$ cat config.mk
export PLATFORM = sky130hd
export DESIGN_NAME = region_guard
export DESIGN_NICKNAME = d
export VERILOG_FILES = /design/src/rtl/rg_pkg.sv /design/src/rtl/rg_region.sv /design/src/rtl/rg_pick.sv /design/src/rtl/rg_flag.sv /design/src/rtl/region_guard.sv
export SDC_FILE = /design/constraint.sdc
export NUM_CORES = 1
export LEC_CHECK = 0
export BUFFER_PORTS_ARGS = -buffer_cell sky130_fd_sc_hd__buf_2
export CORE_MARGIN = 2
export CORE_UTILIZATION = 25
export DETAILED_ROUTE_END_ITERATION = 10
export PLACE_DENSITY_LB_ADDON = 0.1
export SETUP_SLACK_MARGIN = 0.1
export SYNTH_ARGS = -nofsm -noshare
export SYNTH_HDL_FRONTEND = slang
export SYNTH_SLANG_ARGS = --single-unit
$ cat constraint.sdc
create_clock -name clk -period 12.7 [get_ports clk]
set_input_delay 2.54 -clock clk [delete_from_list [all_inputs] [get_ports clk]]
set_output_delay 2.54 -clock clk [all_outputs]
set_load 0.1 [all_outputs]
$ cat src/rtl/rg_pkg.sv
`timescale 1ns/1ps
package rg_pkg;
   localparam logic [1:0] REG_BASE  = 2'd0;
   localparam logic [1:0] REG_ATTR  = 2'd1;
   localparam logic [1:0] REG_CTRL  = 2'd2;
   localparam logic [1:0] REG_CLEAR = 2'd3;

   localparam int ATTR_EN     = 0;
   localparam int ATTR_K_LO   = 1;
   localparam int ATTR_SRD_LO = 8;
   localparam int ATTR_PRM_LO = 16;
   localparam int MIN_K       = 5;

   // permission set: bit 0 read, bit 1 write, bit 2 fetch
   typedef struct packed {
      logic [2:0] usr;
      logic [2:0] prv;
   } perm_t;
endpackage

$ cat src/rtl/rg_region.sv
`timescale 1ns/1ps
module rg_region #(
   parameter int AW = 32
) (
   input  logic          clk,
   input  logic          rst_n,
   input  logic          wr_base,
   input  logic          wr_attr,
   input  logic [AW-1:0] wdata,
   input  logic [AW-1:0] addr,
   output logic          hit,
   output rg_pkg::perm_t perm
);
   import rg_pkg::*;

   logic [AW-1:0] base_q;
   logic          en_q;
   logic [4:0]    k_q;
   logic [7:0]    srd_q;
   perm_t         perm_q;

   always_ff @(posedge clk or negedge rst_n) begin
      if (!rst_n) begin
         base_q <= '0;
         en_q   <= 1'b0;
         k_q    <= '0;
         srd_q  <= '0;
         perm_q <= '0;
      end else begin
         if (wr_base) base_q <= wdata;
         if (wr_attr) begin
            en_q   <= wdata[ATTR_EN];
            k_q    <= wdata[ATTR_K_LO +: 5];
            srd_q  <= wdata[ATTR_SRD_LO +: 8];
            perm_q <= perm_t'(wdata[ATTR_PRM_LO +: 6]);
         end
      end
   end

   logic [AW-1:0] keep_mask;
   logic [AW-1:0] diff;
   logic [AW-1:0] sub_shift;
   logic [2:0]    sub_idx;
   logic          size_ok;

   always_comb begin
      keep_mask = {AW{1'b1}} << k_q;
      diff      = (addr ^ base_q) & keep_mask;
      size_ok   = (k_q >= 5'(MIN_K));
      sub_shift = addr >> (k_q - 5'd3);
      sub_idx   = sub_shift[2:0];
      hit       = en_q && size_ok && (diff == '0) && !srd_q[sub_idx];
      perm      = perm_q;
   end
endmodule

$ cat src/rtl/rg_pick.sv
`timescale 1ns/1ps
module rg_pick #(
   parameter int N = 8
) (
   input  logic [N-1:0]  hits,
   input  rg_pkg::perm_t perms [N],
   output logic          any,
   output rg_pkg::perm_t win
);
   always_comb begin
      any = 1'b0;
      win = '0;
      for (int i = 0; i < N; i++) begin
         if (hits[i]) begin
            any = 1'b1;
            win = perms[i];
         end
      end
   end
endmodule

$ cat src/rtl/rg_flag.sv
`timescale 1ns/1ps
module rg_flag #(
   parameter int AW = 32
) (
   input  logic          clk,
   input  logic          rst_n,
   input  logic          clr,
   input  logic          fault_now,
   input  logic [AW-1:0] addr,
   input  logic [1:0]    kind,
   output logic          flt_pulse,
   output logic          flt_valid,
   output logic [AW-1:0] flt_addr,
   output logic [1:0]    flt_kind
);
   always_ff @(posedge clk or negedge rst_n) begin
      if (!rst_n) begin
         flt_pulse <= 1'b0;
         flt_valid <= 1'b0;
         flt_addr  <= '0;
         flt_kind  <= '0;
      end else begin
         flt_pulse <= fault_now;
         if (clr) flt_valid <= 1'b0;
         if (fault_now && (clr || !flt_valid)) begin
            flt_valid <= 1'b1;
            flt_addr  <= addr;
            flt_kind  <= kind;
         end
      end
   end
endmodule

$ cat src/rtl/region_guard.sv
`timescale 1ns/1ps
module region_guard #(
   parameter int NREG = 8,
   parameter int AW   = 32,
   localparam int IW  = $clog2(NREG)
) (
   input  logic          clk,
   input  logic          rst_n,
   input  logic          cfg_we,
   input  logic [1:0]    cfg_reg,
   input  logic [IW-1:0] cfg_sel,
   input  logic [AW-1:0] cfg_wdata,
   input  logic          acc_valid,
   input  logic [AW-1:0] acc_addr,
   input  logic [1:0]    acc_kind,
   input  logic          acc_priv,
   output logic          bus_valid,
   output logic          flt_pulse,
   output logic          flt_valid,
   output logic [AW-1:0] flt_addr,
   output logic [1:0]    flt_kind
);
   import rg_pkg::*;

   if (!(NREG == 8 || NREG == 16)) begin : g_bad_nreg
      $error("region_guard: NREG must be 8 or 16");
   end
   if (AW < 22) begin : g_bad_aw
      $error("region_guard: AW must be at least 22");
   end

   logic glob_en, bg_en;

   always_ff @(posedge clk or negedge rst_n) begin
      if (!rst_n) begin
         glob_en <= 1'b0;
         bg_en   <= 1'b0;
      end else if (cfg_we && cfg_reg == REG_CTRL) begin
         glob_en <= cfg_wdata[0];
         bg_en   <= cfg_wdata[1];
      end
   end

   logic [NREG-1:0] hits;
   perm_t           perms [NREG];

   for (genvar g = 0; g < NREG; g++) begin : g_reg
      logic sel_me;
      assign sel_me = cfg_we && (cfg_sel == IW'(g));
      rg_region #(.AW(AW)) u_rgn (
         .clk     (clk),
         .rst_n   (rst_n),
         .wr_base (sel_me && cfg_reg == REG_BASE),
         .wr_attr (sel_me && cfg_reg == REG_ATTR),
         .wdata   (cfg_wdata),
         .addr    (acc_addr),
         .hit     (hits[g]),
         .perm    (perms[g])
      );
   end

   logic  any_hit;
   perm_t win;

   rg_pick #(.N(NREG)) u_pick (
      .hits  (hits),
      .perms (perms),
      .any   (any_hit),
      .win   (win)
   );

   logic [2:0] set_sel;
   logic       allow;
   logic       fault_now;

   always_comb begin
      set_sel = acc_priv ? win.prv : win.usr;
      if (!glob_en)     allow = 1'b1;
      else if (any_hit) allow = (acc_kind != 2'd3) && set_sel[acc_kind];
      else              allow = bg_en && acc_priv;
      bus_valid = acc_valid && allow;
      fault_now = acc_valid && !allow;
   end

   rg_flag #(.AW(AW)) u_flag (
      .clk       (clk),
      .rst_n     (rst_n),
      .clr       (cfg_we && cfg_reg == REG_CLEAR),
      .fault_now (fault_now),
      .addr      (acc_addr),
      .kind      (acc_kind),
      .flt_pulse (flt_pulse),
      .flt_valid (flt_valid),
      .flt_addr  (flt_addr),
      .flt_kind  (flt_kind)
   );
endmodule

==> run_results.csv, run 1 <==
group,metric,value,unit
global_routing,grt-ovfl-total,0,
timing,fin_crit_sh,0.850,
global_routing,antenna_found_initial,22,
yosys,synth-edff-count,0,
timing,fin_ws,1.90,ns
run,cap_viol_max_count,0,
timing,finalHoldViolations,0,
critical_path,crit_path_end_kind,"output port",
yosys,netlist_area,31000,sq um
placed_design,gp_congestion,0.836,
cts,cts-root-buf,"clkbuf_16",
routing,drc,0,
layout,seq_area,11200,sq um
layout,multi_input_area,18300,sq um
yosys,yosysSeqAreaShare,0.361,
yosys,yosysWarningCount,0,
floorplanning,die_area,127000,sq um
critical_path,critPathRequiredTime,10.16,ns
critical_path,cp_max_fo,35,
yosys,async_flop_share,1.00,
yosys,synthFlopType,"dfrtp_1",
layout,syn_to_final_growth,12.3,%
layout,fillers,12800,
global_routing,grt_max_degree,150,
cts,cts_buffers,58,
floorplanning,io_pins,113,
floorplanning,core-area,123000,sq um
global_routing,grt_pass1_vias,24500,
timing,setup_tns,0,ns
routing,ant_nets,0,
critical_path,worstSetupPathType,"input pin to output port",
placed_design,placed_cells,4276,
cts,holdBufCountCts,0,
yosys,netlist_instances,2748,
routing,via_per_inst,5.48,
layout,stdcell_count,4382,
timing,fin_hold_ws,0.501,ns
routing,avgRoutedWirePerCell,31.2,microns
layout,final_util,0.282,
cts,cts_max_level,2,
placed_design,dp_hpwl,86800,microns
status,outcome,"complete, no violations",
cts,post_cts_resize_count,0,
hold_path,hp-class,"register to register",
routing,first_iter_violations,1921,
timing,drv_slew,0,
floorplanning,die_y,356,microns
cts,clk_pin_slew,0.06,ns
global_routing,grtUsageTotal,0.214,
cts,cts.sinks,447,
routing,drt-total-wl,137000,microns
power,cellPowerDensity,197,nW/um^2
timing,period_needed,10.80,ns
floorplanning,rows,129,
layout,layout_commonest_cell,"dfrtp_1",
floorplanning,start_util,0.251,
power,ir_worst_vdd,0.162,mV
timing,finClkSkew,0.0337,ns
layout,mostFrequentLayoutCells,"447 x dfrtp_1, 413 x mux2_2, 166 x mux4_2",
layout,drive_above_1_share,0.322,
floorplanning,die_w,356,microns
timing,rsz0062_at_grt,"no",
timing,fmax,92.6,MHz
cts,cts_setup_buffers,0,
critical_path,cp-start-kind,"input pin",
layout,layout.nets,2817,
cts,cts_buffer_depth,3,
timing,setup_viol,0,
timing,slew_headroom,0.110,
placed_design,place_ws,2.00,ns
yosys,synth_seq_cells,447,
timing,tightest_slew,1.33,ns
yosys,syn_avg_cell_area,11.3,sq um
routing,first_pass_iters,5,
yosys,synth_nets,2866,
placed_design,io_buffers,112,
cts,cts_tree,"done",
routing,vias,24000,
cts,clk_latency,0.67,ns
power,p_leak,0.0144,uW
yosys,synth_cell_type_count,92,
global_routing,grt_pass1_wl,194000,microns
critical_path,cp.arrival,8.26,ns
==> metrics by stage <==
step	area, sq um	total power [uW]
4_1_cts	34800	6910
5_1_grt	34800	7220
6_report	34800	6840
2_1_floorplan	31000	4350
3_3_place_gp	32900	5120
3_5_place_dp	32900	5140
==> worst paths after layout <==
| check | startpoint | end | slack [ns] | cells after the start |
|---|---|---|---|---|
| max in group asynchronous | rst_n | g_reg[3].u_rgn.base_q[0] | 8.64 | 3 |
| min in group asynchronous | rst_n | g_reg[6].u_rgn.base_q[12] | 1.92 | 1 |
| worst min register to register | g_reg[1].u_rgn.srd_q[7] | g_reg[1].u_rgn.srd_q[7] | 0.50 | 1 |
| worst min-delay path | g_reg[1].u_rgn.srd_q[7] | g_reg[1].u_rgn.srd_q[7] | 0.50 | 1 |
| worst max register to register | g_reg[4].u_rgn.k_q[0] | u_flag.flt_addr[2] | 5.56 | 14 |
| worst max-delay path | acc_addr[14] | bus_valid | 1.90 | 15 |
==> routing by layer <==
layer,GRT usage,share of wire
met5,0,0.00015
met4,0.0810,0.041
met3,0.0312,0.062
met2,0.351,0.47
met1,0.283,0.42
==> cell families after synthesis <==
logic type	count (synthesis)	synth area share
AO/OA/AOI/OAI	493	0.107
XOR/XNOR	265	0.0754
buffers and inverters	350	0.0502
flip-flops	447	0.361
adder cells (fa/ha/maj)	44	0.0176
AND/OR/NAND/NOR	434	0.0736
multiplexers	715	0.315
==> critical path: stages <==
cell and delay, ns:
buf_2 0.80, mux2i_1 0.23, mux4_2 0.52, or3_1 0.37, nand4_1 0.23, mux2i_1 0.26
a211oi_1 0.12, a211oi_2 0.96, o211ai_1 0.23, a221oi_1 0.51, o21ai_1 0.22, nand3b_4 0.41
o21ai_0 0.17, a21boi_0 0.21, buf_2 0.46
==> synth_stat cells (22+ instances only) <==
cell / number / area [sq um]
dfrtp_1: 447 / 11200
o211ai_1: 48 / 360
mux4_2: 166 / 3740
a21oi_1: 132 / 661
nor2_1: 48 / 180
nor3_1: 30 / 150
xnor2_1: 141 / 1230
nand2_1: 94 / 353
ha_1: 42 / 526
clkbuf_1: 159 / 597
o21ai_0: 80 / 400
and3_1: 42 / 263
mux2i_1: 133 / 1330
inv_1: 57 / 214
nand3_1: 100 / 500
buf_1: 38 / 143
a21boi_0: 35 / 263
mux2_2: 413 / 4650
nor2b_1: 22 / 138
buf_2: 69 / 345
a31oi_1: 36 / 225
xor2_1: 122 / 1070
==> registers in the layout, summed over array words and instances (netlist names), 2 cells and up <==
signal / cells
g.u_rgn.base_q: 249
g.u_rgn.srd_q: 64
g.u_rgn.perm: 48
g.u_rgn.k_q: 40
u_flag.flt_addr: 32
g.u_rgn.en_q: 8
u_flag.flt_kind: 2
==> cell type report <==
type / instances / share of cell area
multi-input combinational: 1951 / 0.525
timing repair buffer: 181 / 0.0320
clock buffer: 84 / 0.0480
tap: 1637 / 0.0589
antenna: 4 / 0.000288
clock inverter: 18 / 0.00762
sequential: 447 / 0.321
inverter: 60 / 0.00647
==> power by group <==
group / total (uW) / leakage (uW) / internal, uW / switching [uW]
Sequential: 2060 / 0.00562 / 1740 / 322
Combinational: 3060 / 0.00778 / 1280 / 1780
Clock: 1720 / 0.000951 / 1030 / 695
Total: 6840 / 0.0144 / 4040 / 2800
Note: power is estimated with default switching activity, not from simulation.
==> run 2, diff against run 1 <==
==> constraint.sdc (replaced) <==
create_clock -name clk -period 13.4 [get_ports clk]
set_input_delay 2.68 -clock clk [delete_from_list [all_inputs] [get_ports clk]]
set_output_delay 2.68 -clock clk [all_outputs]
set_load 0.1 [all_outputs]
==> run 2 against run 1 <==
- global-route usage increased by 0.092 points
- largest power group unchanged
- via count decreased by 0.91%
- utilization about the same
- setup slack improved by 0.58 ns
- design area decreased by 0.13%
- final cell count about the same
- clock power decreased by 5%
==> run_results.csv, run 2 (same netlist as run 1, synthesis figures left out) <==
group,metric,value,unit
routing,route.met2.wl,63600,microns
cts,cts_max_level,2,
cts,clk_latency,0.67,ns
floorplanning,io_pins,113,
power,cellPowerDensity,186,nW/um^2
cts,holdBufCountCts,0,
layout,drive_above_1_share,0.322,
routing,ant_nets,0,
cts,cts.sinks,447,
power,ir_worst_vdd,0.148,mV
layout,seq_area,11200,sq um
floorplanning,core-area,123000,sq um
routing,drc,0,
critical_path,critPathMaxStageDelay,0.87,ns
routing,vias,23800,
routing,routed-wl-met3,8330,microns
placed_design,gp_congestion,0.837,
floorplanning,die_area,127000,sq um
layout,stdcell_count,4380,
critical_path,worst-path-buf-inv,3,
floorplanning,die_w,356,microns
layout,syn_to_final_growth,12.1,%
global_routing,grt_pass1_wl,194000,microns
layout,layout.nets,2812,
timing,slew_headroom,0.0891,
routing,via_per_inst,5.43,
critical_path,crit_path_end_kind,"output port",
timing,finalHoldViolations,0,
global_routing,grt_max_degree,160,
layout,mostFrequentLayoutCells,"447 x dfrtp_1, 413 x mux2_2, 166 x mux4_2",
routing,first_pass_iters,5,
routing,avgRoutedWirePerCell,31.4,microns
timing,setup_viol,0,
timing,setup_tns,0,ns
floorplanning,start_util,0.251,
power,total_power,6480,uW
routing,wl_met1,59800,microns
placed_design,placed_cells,4272,
routing,first_iter_violations,2018,
routing,top_layer,"met5",
run,cap_viol_max_count,0,
timing,drv_slew,0,
layout,largest_reg_flops,249,
cts,cts_setup_buffers,0,
global_routing,grtUsageTotal,0.215,
critical_path,cp_slowest_cell,"a211oi_2",
cts,cts-root-buf,"clkbuf_16",
layout,multi_input_area,18300,sq um
timing,fin_hold_ws,0.504,ns
timing,rsz0062_at_grt,"no",
layout,fillers,12800,
power,p_leak,0.0143,uW
hold_path,hp-class,"register to register",
timing,tightest_slew,1.36,ns
critical_path,cp-start-kind,"input pin",
layout,layout_commonest_cell,"dfrtp_1",
global_routing,antenna_found_initial,19,
critical_path,cp_max_fo,35,
cts,cts_buffers,57,
cts,post_cts_resize_count,0,
critical_path,worstSetupPathType,"input pin to output port",
critical_path,path_delay_family,"compound AO/OA/AOI/OAI gates",
placed_design,dp_hpwl,86100,microns
critical_path,crit_chain,"buf_2 -> mux2i_1 -> mux4_2 -> or3_1 -> nand4_1 -> mux2i_1 -> a211oi_1 -> a211oi_2 -> o211ai_1 -> a311oi_1 -> o21ai_1 -> a21oi_4 -> buf_4 -> o21ai_0 -> a21boi_0 -> buf_2",
critical_path,cp.arrival,8.24,ns
cts,cts_tree,"done",
timing,fmax,91.6,MHz
timing,fin_crit_sh,0.815,
global_routing,grt-ovfl-total,0,
critical_path,critPathRequiredTime,10.72,ns
global_routing,grt_pass1_vias,23900,
status,outcome,"complete, no violations",
floorplanning,rows,129,
placed_design,io_buffers,112,
layout,top_register,"g.u_rgn.base_q",
routing,drt-total-wl,137000,microns
timing,finClkSkew,0.0454,ns
cts,clk_pin_slew,0.06,ns
layout,final_util,0.282,
floorplanning,die_y,356,microns
timing,period_needed,10.92,ns
cts,cts_buffer_depth,3,
## run 2: routing by layer
metal	GRT usage	vias to the layer above
li1	-	10100
met5	0	-
met4	0.0843	2
met1	0.290	12600
met3	0.0368	206
met2	0.341	942
## run 2: cell type report
class                   count  area share
diodes                      4    0.000288
clock buffers              81      0.0462
clock inverters            23     0.00904
inverters                  60     0.00648
multi-input cells        1951       0.526
flip-flops and latches    447       0.322
well taps                1637      0.0589
repair buffers            177      0.0312
## run 2: path summary, 6_finish.rpt
path / from / slack [ns] / cells past startpoint / to
setup / recovery: acc_addr[14] / 2.48 / 16 / bus_valid
hold / removal: g_reg[6].u_rgn.srd_q[7] / 0.50 / 1 / g_reg[6].u_rgn.srd_q[7]
setup reg to reg: g_reg[3].u_rgn.k_q[0] / 6.17 / 15 / u_flag.flt_addr[24]
hold reg to reg: g_reg[6].u_rgn.srd_q[7] / 0.50 / 1 / g_reg[6].u_rgn.srd_q[7]
max in group asynchronous: rst_n / 9.72 / 2 / g_reg[4].u_rgn.base_q[22]
min in group asynchronous: rst_n / 2.13 / 1 / g_reg[6].u_rgn.base_q[19]
## run 2: power breakdown
part / internal, uW / switching, uW
registers: 1650 / 320
logic: 1210 / 1680
clock network: 966 / 662
## run 2: stage by stage
stage / cell area (sq um) / setup WS [ns]
final: 34800 / 2.48
after global routing: 34700 / 2.12
after CTS: 34700 / 2.51
after detailed placement: 32800 / 2.55
after global placement: 32800 / 2.45
after floorplan: 31000 / 2.79
## run 2: worst reg2reg max path, delay by kind of cell, from the launching register on
family / cells / cell delay [ns]
fa+ha+maj: 1 / 1.19
flops: 1 / 1.09
compound gates: 5 / 1.59
buf+inv: 2 / 0.98
mux: 4 / 1.34
simple gates: 3 / 0.95
